### config.mk
export PLATFORM = sky130hd
export DESIGN_NAME = serdac_front
export DESIGN_NICKNAME = d
export VERILOG_FILES = /design/src/rtl/serdac_pkg.sv /design/src/rtl/serdac_sync.sv /design/src/rtl/serdac_edges.sv /design/src/rtl/serdac_shift.sv /design/src/rtl/serdac_code.sv /design/src/rtl/serdac_front.sv
export SDC_FILE = /design/constraint.sdc
export NUM_CORES = 1
export LEC_CHECK = 0
export ABC_AREA = 1
export BUFFER_PORTS_ARGS = -buffer_cell sky130_fd_sc_hd__buf_2
export CAP_MARGIN = 20
export CORE_ASPECT_RATIO = 0.7
export CORE_MARGIN = 2
export CORE_UTILIZATION = 48
export DETAILED_ROUTE_END_ITERATION = 8
export GPL_TIMING_DRIVEN = 0
export PLACE_DENSITY = 0.8
export SYNTH_ARGS = -nofsm -noshare
export SYNTH_HDL_FRONTEND = slang
export SYNTH_SLANG_ARGS = --single-unit
### constraint.sdc
create_clock -name clk_i -period 2.3 [get_ports clk_i]
set_input_delay 0 -clock clk_i [delete_from_list [all_inputs] [get_ports clk_i]]
set_output_delay 0 -clock clk_i [all_outputs]
set_load 0.02 [all_outputs]
### src/rtl/serdac_pkg.sv
package serdac_pkg;
  typedef struct packed {
    logic shift;  // rising sclk while selected
    logic step;   // falling sclk while selected
    logic load;   // select released
    logic sel;    // select active (synchronized)
  } strobe_t;
endpackage

### src/rtl/serdac_sync.sv
module serdac_sync #(
  parameter int unsigned WIDTH = 1,
  parameter int unsigned STAGES = 2,
  parameter logic [WIDTH-1:0] RST_VAL = '0
) (
  input  logic             clk_i,
  input  logic             rst_ni,
  input  logic [WIDTH-1:0] d_i,
  output logic [WIDTH-1:0] q_o
);
  logic [WIDTH-1:0] stage_q [STAGES];

  for (genvar g = 0; g < STAGES; g++) begin : g_stage
    always_ff @(posedge clk_i or negedge rst_ni) begin
      if (!rst_ni) stage_q[g] <= RST_VAL;
      else if (g == 0) stage_q[g] <= d_i;
      else stage_q[g] <= stage_q[(g == 0) ? 0 : g-1];
    end
  end

  assign q_o = stage_q[STAGES-1];
endmodule

### src/rtl/serdac_edges.sv
module serdac_edges
  import serdac_pkg::*;
(
  input  logic    clk_i,
  input  logic    rst_ni,
  input  logic    sclk_s_i,
  input  logic    cs_s_i,
  output strobe_t strb_o
);
  logic sclk_q, cs_q;

  always_ff @(posedge clk_i or negedge rst_ni) begin
    if (!rst_ni) begin
      sclk_q <= 1'b0;
      cs_q   <= 1'b1;
    end else begin
      sclk_q <= sclk_s_i;
      cs_q   <= cs_s_i;
    end
  end

  always_comb begin
    strb_o.sel   = ~cs_s_i;
    strb_o.shift = sclk_s_i & ~sclk_q & ~cs_s_i;
    strb_o.step  = ~sclk_s_i & sclk_q & ~cs_s_i;
    strb_o.load  = cs_s_i & ~cs_q;
  end
endmodule

### src/rtl/serdac_shift.sv
module serdac_shift #(
  parameter int unsigned FRAME_W = 16
) (
  input  logic               clk_i,
  input  logic               rst_ni,
  input  logic               shift_i,
  input  logic               step_i,
  input  logic               sdi_i,
  output logic [FRAME_W-1:0] frame_o,
  output logic               sdo_o
);
  logic [FRAME_W-1:0] frame_q;
  logic               sdo_q;

  always_ff @(posedge clk_i or negedge rst_ni) begin
    if (!rst_ni) begin
      frame_q <= '0;
      sdo_q   <= 1'b0;
    end else begin
      if (shift_i) frame_q <= {frame_q[FRAME_W-2:0], sdi_i};
      // output advances half a serial period after the shift
      if (step_i) sdo_q <= frame_q[FRAME_W-1];
    end
  end

  assign frame_o = frame_q;
  assign sdo_o   = sdo_q;
endmodule

### src/rtl/serdac_code.sv
module serdac_code #(
  parameter int unsigned CODE_W = 12
) (
  input  logic              clk_i,
  input  logic              rst_ni,
  input  logic              clr_ni,
  input  logic              load_i,
  input  logic [CODE_W-1:0] data_i,
  output logic [CODE_W-1:0] code_o,
  output logic              upd_o
);
  logic              wipe_n;
  logic [CODE_W-1:0] code_q;
  logic              upd_q;

  assign wipe_n = rst_ni & clr_ni;

  always_ff @(posedge clk_i or negedge wipe_n) begin
    if (!wipe_n) code_q <= '0;
    else if (load_i) code_q <= data_i;
  end

  always_ff @(posedge clk_i or negedge rst_ni) begin
    if (!rst_ni) upd_q <= 1'b0;
    else upd_q <= load_i & clr_ni;
  end

  assign code_o = code_q;
  assign upd_o  = upd_q;
endmodule

### src/rtl/serdac_front.sv
module serdac_front
  import serdac_pkg::*;
#(
  parameter int unsigned FRAME_W = 16,
  parameter int unsigned CODE_W = 12,
  parameter int unsigned SYNC_STAGES = 2
) (
  input  logic              clk_i,
  input  logic              rst_ni,
  input  logic              cs_ni,
  input  logic              sclk_i,
  input  logic              sdi_i,
  input  logic              clr_ni,
  output logic              sdo_o,
  output logic [CODE_W-1:0] code_o,
  output logic              upd_o
);
  localparam int FILL_W = int'(FRAME_W) - int'(CODE_W);

  if (FILL_W < 0) begin : g_bad_cfg
    $error("CODE_W must not exceed FRAME_W");
  end

  logic [2:0]         pins_raw, pins_s;
  strobe_t            strb;
  logic [FRAME_W-1:0] frame_q;

  assign pins_raw = {sdi_i, cs_ni, sclk_i};

  serdac_sync #(
    .WIDTH  (3),
    .STAGES (SYNC_STAGES),
    .RST_VAL(3'b010)
  ) u_sync (
    .clk_i (clk_i),
    .rst_ni(rst_ni),
    .d_i   (pins_raw),
    .q_o   (pins_s)
  );

  serdac_edges u_edges (
    .clk_i   (clk_i),
    .rst_ni  (rst_ni),
    .sclk_s_i(pins_s[0]),
    .cs_s_i  (pins_s[1]),
    .strb_o  (strb)
  );

  serdac_shift #(.FRAME_W(FRAME_W)) u_shift (
    .clk_i  (clk_i),
    .rst_ni (rst_ni),
    .shift_i(strb.shift),
    .step_i (strb.step),
    .sdi_i  (pins_s[2]),
    .frame_o(frame_q),
    .sdo_o  (sdo_o)
  );

  serdac_code #(.CODE_W(CODE_W)) u_code (
    .clk_i (clk_i),
    .rst_ni(rst_ni),
    .clr_ni(clr_ni),
    .load_i(strb.load),
    .data_i(frame_q[CODE_W-1:0]),
    .code_o(code_o),
    .upd_o (upd_o)
  );
endmodule

Yosys cells after proc, flatten, opt, wreduce, memory -nomap -nowiden
Index checks and enable logic that the tools add are counted.
Storage, ports and cells
  register bits after elaboration: 38
  latch bits: 0
  memory bits (writable): 0
  bits in read-only memories: 0
  input port bits: 6
  output and inout port bits: 14
  logic and storage cells: 19
  memories: 0
Cells by class
  $add $sub $neg: 0
  $mul: 0
  div/mod/pow operators: 0
  magnitude comparators: 0
  eq/ne operators: 0
  shift operators: 0
  muxes and demuxes: 0
  bitwise logic cells: 11
  reduce and logical (&&, ||, !) cells: 0
Operators with widths (number)
  $and 1x1->1: 7
  $not 1->1: 4

Logic depth before layout (Yosys ltp)
  depth in word-level cells: 3
  mapped depth: 5
  depth with buffers taken out: 4

Modules after synthesis
From an unflattened synthesis, not the netlist that was laid out.
Unflattened totals
  cells, all modules: 147
  area total of the unflattened synthesis: 1480.2 µm²
By module, submodules not included
  serdac_shift: times used 1, cells each 73, area an instance 724.4 µm², seq. area each 425.4 µm²
  serdac_code: times used 1, cells each 56, area an instance 498.0 µm², seq. area each 325.3 µm²
  serdac_sync: times used 1, cells each 9, area an instance 175.2 µm², seq. area each 152.6 µm²
  serdac_edges: times used 1, cells each 9, area an instance 82.6 µm², seq. area each 51.3 µm²

Worst setup path before layout
OpenSTA, ideal clock, no wires.
  kind: reg-to-reg
  from: register u_sync.stage_q (netlist bit u_sync.q_o[1])
  to: register u_shift.sdo_q (netlist: u_shift.sdo_o)
  library setup time: 117 ps
  arrival time: 925 ps
  data required time: 2183 ps
  slack: 1258 ps
  stages on the path, launching flop included: 5
  path buffers: 1
  clock period less this slack: 1042 ps
  path through: dfstp_2 -> inv_2 -> buf_4 -> nand4_1 -> nand2_1
On the way
  cells in the longest elaborated chain, start to end: 2
RTL lines
  from (decl): RTL line serdac_sync.sv:11  | logic [WIDTH-1:0] stage_q [STAGES];
  from (signal, indexed assignment): RTL line serdac_sync.sv:16  | else if (g == 0) stage_q[g] <= d_i;
  from (signal, indexed assignment): RTL line serdac_sync.sv:17  | else stage_q[g] <= stage_q[(g == 0) ? 0 : g-1];
  $not 1->1
  $and 1x1->1: RTL line serdac_edges.sv:25  | strb_o.step = ~sclk_s_i & sclk_q & ~cs_s_i;
  to (signal assigned): RTL line serdac_shift.sv:22  | if (step_i) sdo_q <= frame_q[FRAME_W-1];
  to (decl): RTL line serdac_shift.sv:13  | logic sdo_q;
Every way passes these cells.
A chain may end at the register's enable or synchronous reset.

Final worst setup path
  from: register u_sync.stage_q (netlist bit u_sync.q_o[1])
  to: register u_shift.frame_q[0] (netlist: u_shift.frame_o[0])
On the way
  cells in the longest elaborated chain, start to end: 2
RTL lines
  $not 1->1
  $and 1x1->1: RTL line serdac_edges.sv:24  | strb_o.shift = sclk_s_i & ~sclk_q & ~cs_s_i;
  to (signal assigned): RTL line serdac_shift.sv:20  | if (shift_i) frame_q <= {frame_q[FRAME_W-2:0], sdi_i};
  to (decl): RTL line serdac_shift.sv:12  | logic [FRAME_W-1:0] frame_q;
Every way passes these cells.

==> run_results.csv <==
group,metric,value,unit
timing,final.setup.tns,0,ns
timing,fin_skew,0.00938,ns
worst_setup_path,regToRegSetupSlack,1.12,ns
synthesis,yosys_warnings,0,
worst_setup_path,critPathMaxFanout,10,
finish,postLayoutCellArea,1780,sq um
worst_setup_path,worstRegToRegCells,5,
placed_design,dp.cells,199,
synthesis,yosysSeqAreaShare,66.1,%
worst_setup_path,cp.buffers_inverters,2,
synthesis,yosysTopAreaCellShare,60.6,%
synthesis,syn_avg_cell_area,10.0,sq um
clock_network,h-tree-depth,2,
placed_design,port_buffers,19,
timing,max_clock_freq,848,MHz
grt,grt_max_degree,28,
floorplanning,die_area,3470,sq um
job,maxCapViolations,0,
worst_setup_path,crit_family,"flip-flops",
worst_setup_path,critPathSlowestCell,"dfstp_2",
finish,multi_input_area,418,sq um
finish,final_cell_count_no_fill,212,
floorplanning,io_pins,20,
finish,utilization,63.0,%
timing,setup_viol,0,
synthesis,syn-cell-area,1450,sq um
placed_design,gp_congestion,0.763,
status,status,"finished, final reports clean",
worst_setup_path,r2r_start,"u_sync.q_o[1]$_DFF_PN1_",
clock_network,cts_tree,"yes",
placed_design,dp_hpwl,1830,microns
synthesis,synth_seq_cells,38,
worst_setup_path,end_kind,"register",
route,wl,2840,microns
floorplanning,core,2820,sq um
grt,globalRouteMet2Util,28.4,%
grt,met1_usage,23.9,%
grt,top_usage_layer,"met2",
grt,antenna_found_initial,0,
finish,antenna_cells,0,
worst_setup_path,worstReg2RegEnd,"u_shift.frame_o[0]$_DFFE_PN0P_",
worst_setup_path,worst-path-stages,5,
timing,post-route-period-util,51.3,%
route,vias_per_cell,5.20,
clock_network,clk_latency,0.30,ns
min_path,hp-class,"input port to async pin",
timing,hold_viol_final,0,
floorplanning,die_w,69.6,microns
synthesis,yosysTopAreaCell,"dfrtp_1",
timing,timing.hold.ws,0.231,ns
grt,use_met3,5.73,%
grt,grt_pass1_wl,4720,microns
synthesis,synth_nets,150,
finish,area_growth,23.0,%
route,vias,1102,
clock_network,cts_setup_buffers,0,
floorplanning,start_util,51.2,%
pwr,ir_drop,0.000729,V
route,drt_iter0_markers,56,
timing,worstMarginPinSlew,0.585,ns
placed_design,dpl_cell_area,1590,sq um
worst_setup_path,critPathLaunch,"u_sync.q_o[1]$_DFF_PN1_",
finish,drive_gt1_share,22.7,%
synthesis,synthFlopType,"dfrtp_1",
finish,num-fill-cells,223,
timing,drv_slew,0,
pwr,p_per_area,959,nW/um^2
finish,regArea,955,sq um
synthesis,yosysUniqueCellTypes,13,
clock_network,clkTransAtPathRegs,0.08,ns
route,drc_errors,0,
worst_setup_path,crit_required,2.53,ns
clock_network,cts_buffers,5,
worst_setup_path,cp.arrival,1.41,ns
synthesis,ys_top_cells_by_area,"dfrtp_1, nand2_1, nand4_1",
pwr,p_leak,0.997,nW
synthesis,synth.most_common_cell,"nand2_1",
synthesis,synth_edf_count,0,
worst_setup_path,crit_end,"u_shift.frame_o[0]$_DFFE_PN0P_",
synthesis,netlist_instances,144,
timing,slew_headroom,61.0,%
clock_network,clock_tree.root_cell,"clkbuf_8",
worst_setup_path,cp-start-kind,"register",
clock_network,cts_sinks,38,
finish,fin_nets,181,
route,first_pass_iters,4,
floorplanning,die-height,49.9,microns
grt,grt_pass1_vias,1017,
timing,fin_crit,1.18,ns
worst_setup_path,cp_cell_sequence,"inv_2 -> nand3_4 -> buf_6 -> nand2_1 -> nand2_1",
synthesis,async_flop_share,100,%
synthesis,ys_top_cells_by_count,"nand2_1, dfrtp_1, nand4_1",
worst_setup_path,path_class,"register to register",
route,drt-wirelength-per-cell,13.4,microns
timing,rsz0062_at_grt,"no",
clock_network,cts.path.max_buffers,2,
floorplanning,rows,16,
grt,grt-ovfl-total,0,
route,final_antenna_net_count,0,
worst_setup_path,cp_common_cell,"nand2_1",
grt,gr-usage-all-layers,18.4,%
worst_setup_path,slowest_delay,0.59,ns
==> stage by stage <==
stage | worst slack [ns] | total power [mW]
floorplan | 1.26 | 0.928
global route | 1.04 | 1.77
global placement | 1.17 | 0.998
CTS | 1.12 | 1.71
finish | 1.12 | 1.70
detailed placement | 1.14 | 1.01
==> worst min path at each step <==
stage | from | end | depth (start not counted) | slack [ns]
5_1_grt | rst_ni | u_code.upd_o$_DFF_PN0_ | 2 | 0.29
3_3_place_gp | rst_ni | u_code.upd_o$_DFF_PN0_ | 1 | 0.03
3_5_place_dp | rst_ni | u_code.upd_o$_DFF_PN0_ | 1 | 0.03
6_report | rst_ni | u_shift.frame_o[8]$_DFFE_PN0P_ | 2 | 0.23
2_1_floorplan | rst_ni | u_code.upd_o$_DFF_PN0_ | 0 | -0.30
4_1_cts | rst_ni | u_code.upd_o$_DFF_PN0_ | 2 | 0.25
==> final cells by class <==
cell class	count	share of cell area (%)
repair buffers	24	8.16
inverters	6	1.27
clock buffers	6	4.64
clock inverters	2	3.38
plain buffers	8	2.81
well taps	36	2.53
flip-flops and latches	38	53.7
multi-input cells	92	23.5
==> report_power, final <==
part	switching (mW)	internal, mW
combinational	0.136	0.0701
sequential	0.0528	0.746
clock	0.237	0.463
total	0.426	1.28
==> state kept, by name (all words and copies together), names as in the netlist <==
name	flops
u_edges.cs_q	1
u_code.code_o	12
u_shift.frame_o	16
u_sync.stage_q	3
u_code.upd_o	1
u_shift.sdo_o	1
u_sync.q_o	3
u_edges.sclk_q	1
==> layer usage <==
layer | vias up | share of wire [%]
met2 | 39 | 44
met3 | 12 | 6.2
met5 | - | 0
met1 | 517 | 47
li1 | 534 | -
met4 | 0 | 2.7
==> cells by family after synthesis <==
logic type | count (synthesis) | share of synthesized area [%]
flip-flops | 38 | 66.1
AND/OR/NAND/NOR | 92 | 28.9
buffers and inverters | 14 | 5.02
==> layout by cell type, fill, tap and decap left out <==
| cell type | instances |
|---|---|
| nor2_1 | 1 |
| clkbuf_8 | 6 |
| bufinv_16 | 2 |
| buf_2 | 23 |
| buf_4 | 2 |
| dlygate4sd3_1 | 5 |
| nand4_1 | 17 |
| inv_1 | 4 |
| inv_2 | 2 |
| dfstp_2 | 3 |
| dfrtp_1 | 35 |
| nand2_1 | 60 |
| nand3_1 | 13 |
| buf_6 | 1 |
| nand3_4 | 1 |
| clkbuf_1 | 1 |
==> repair_timing <==
| item | CTS | global route |
|---|---|---|
| hold buffers | 5 | 0 |
| resized for setup | 0 | 0 |
| endpoints found under the hold margin | 39 | 0 |
(Power assumes the default switching activity.)
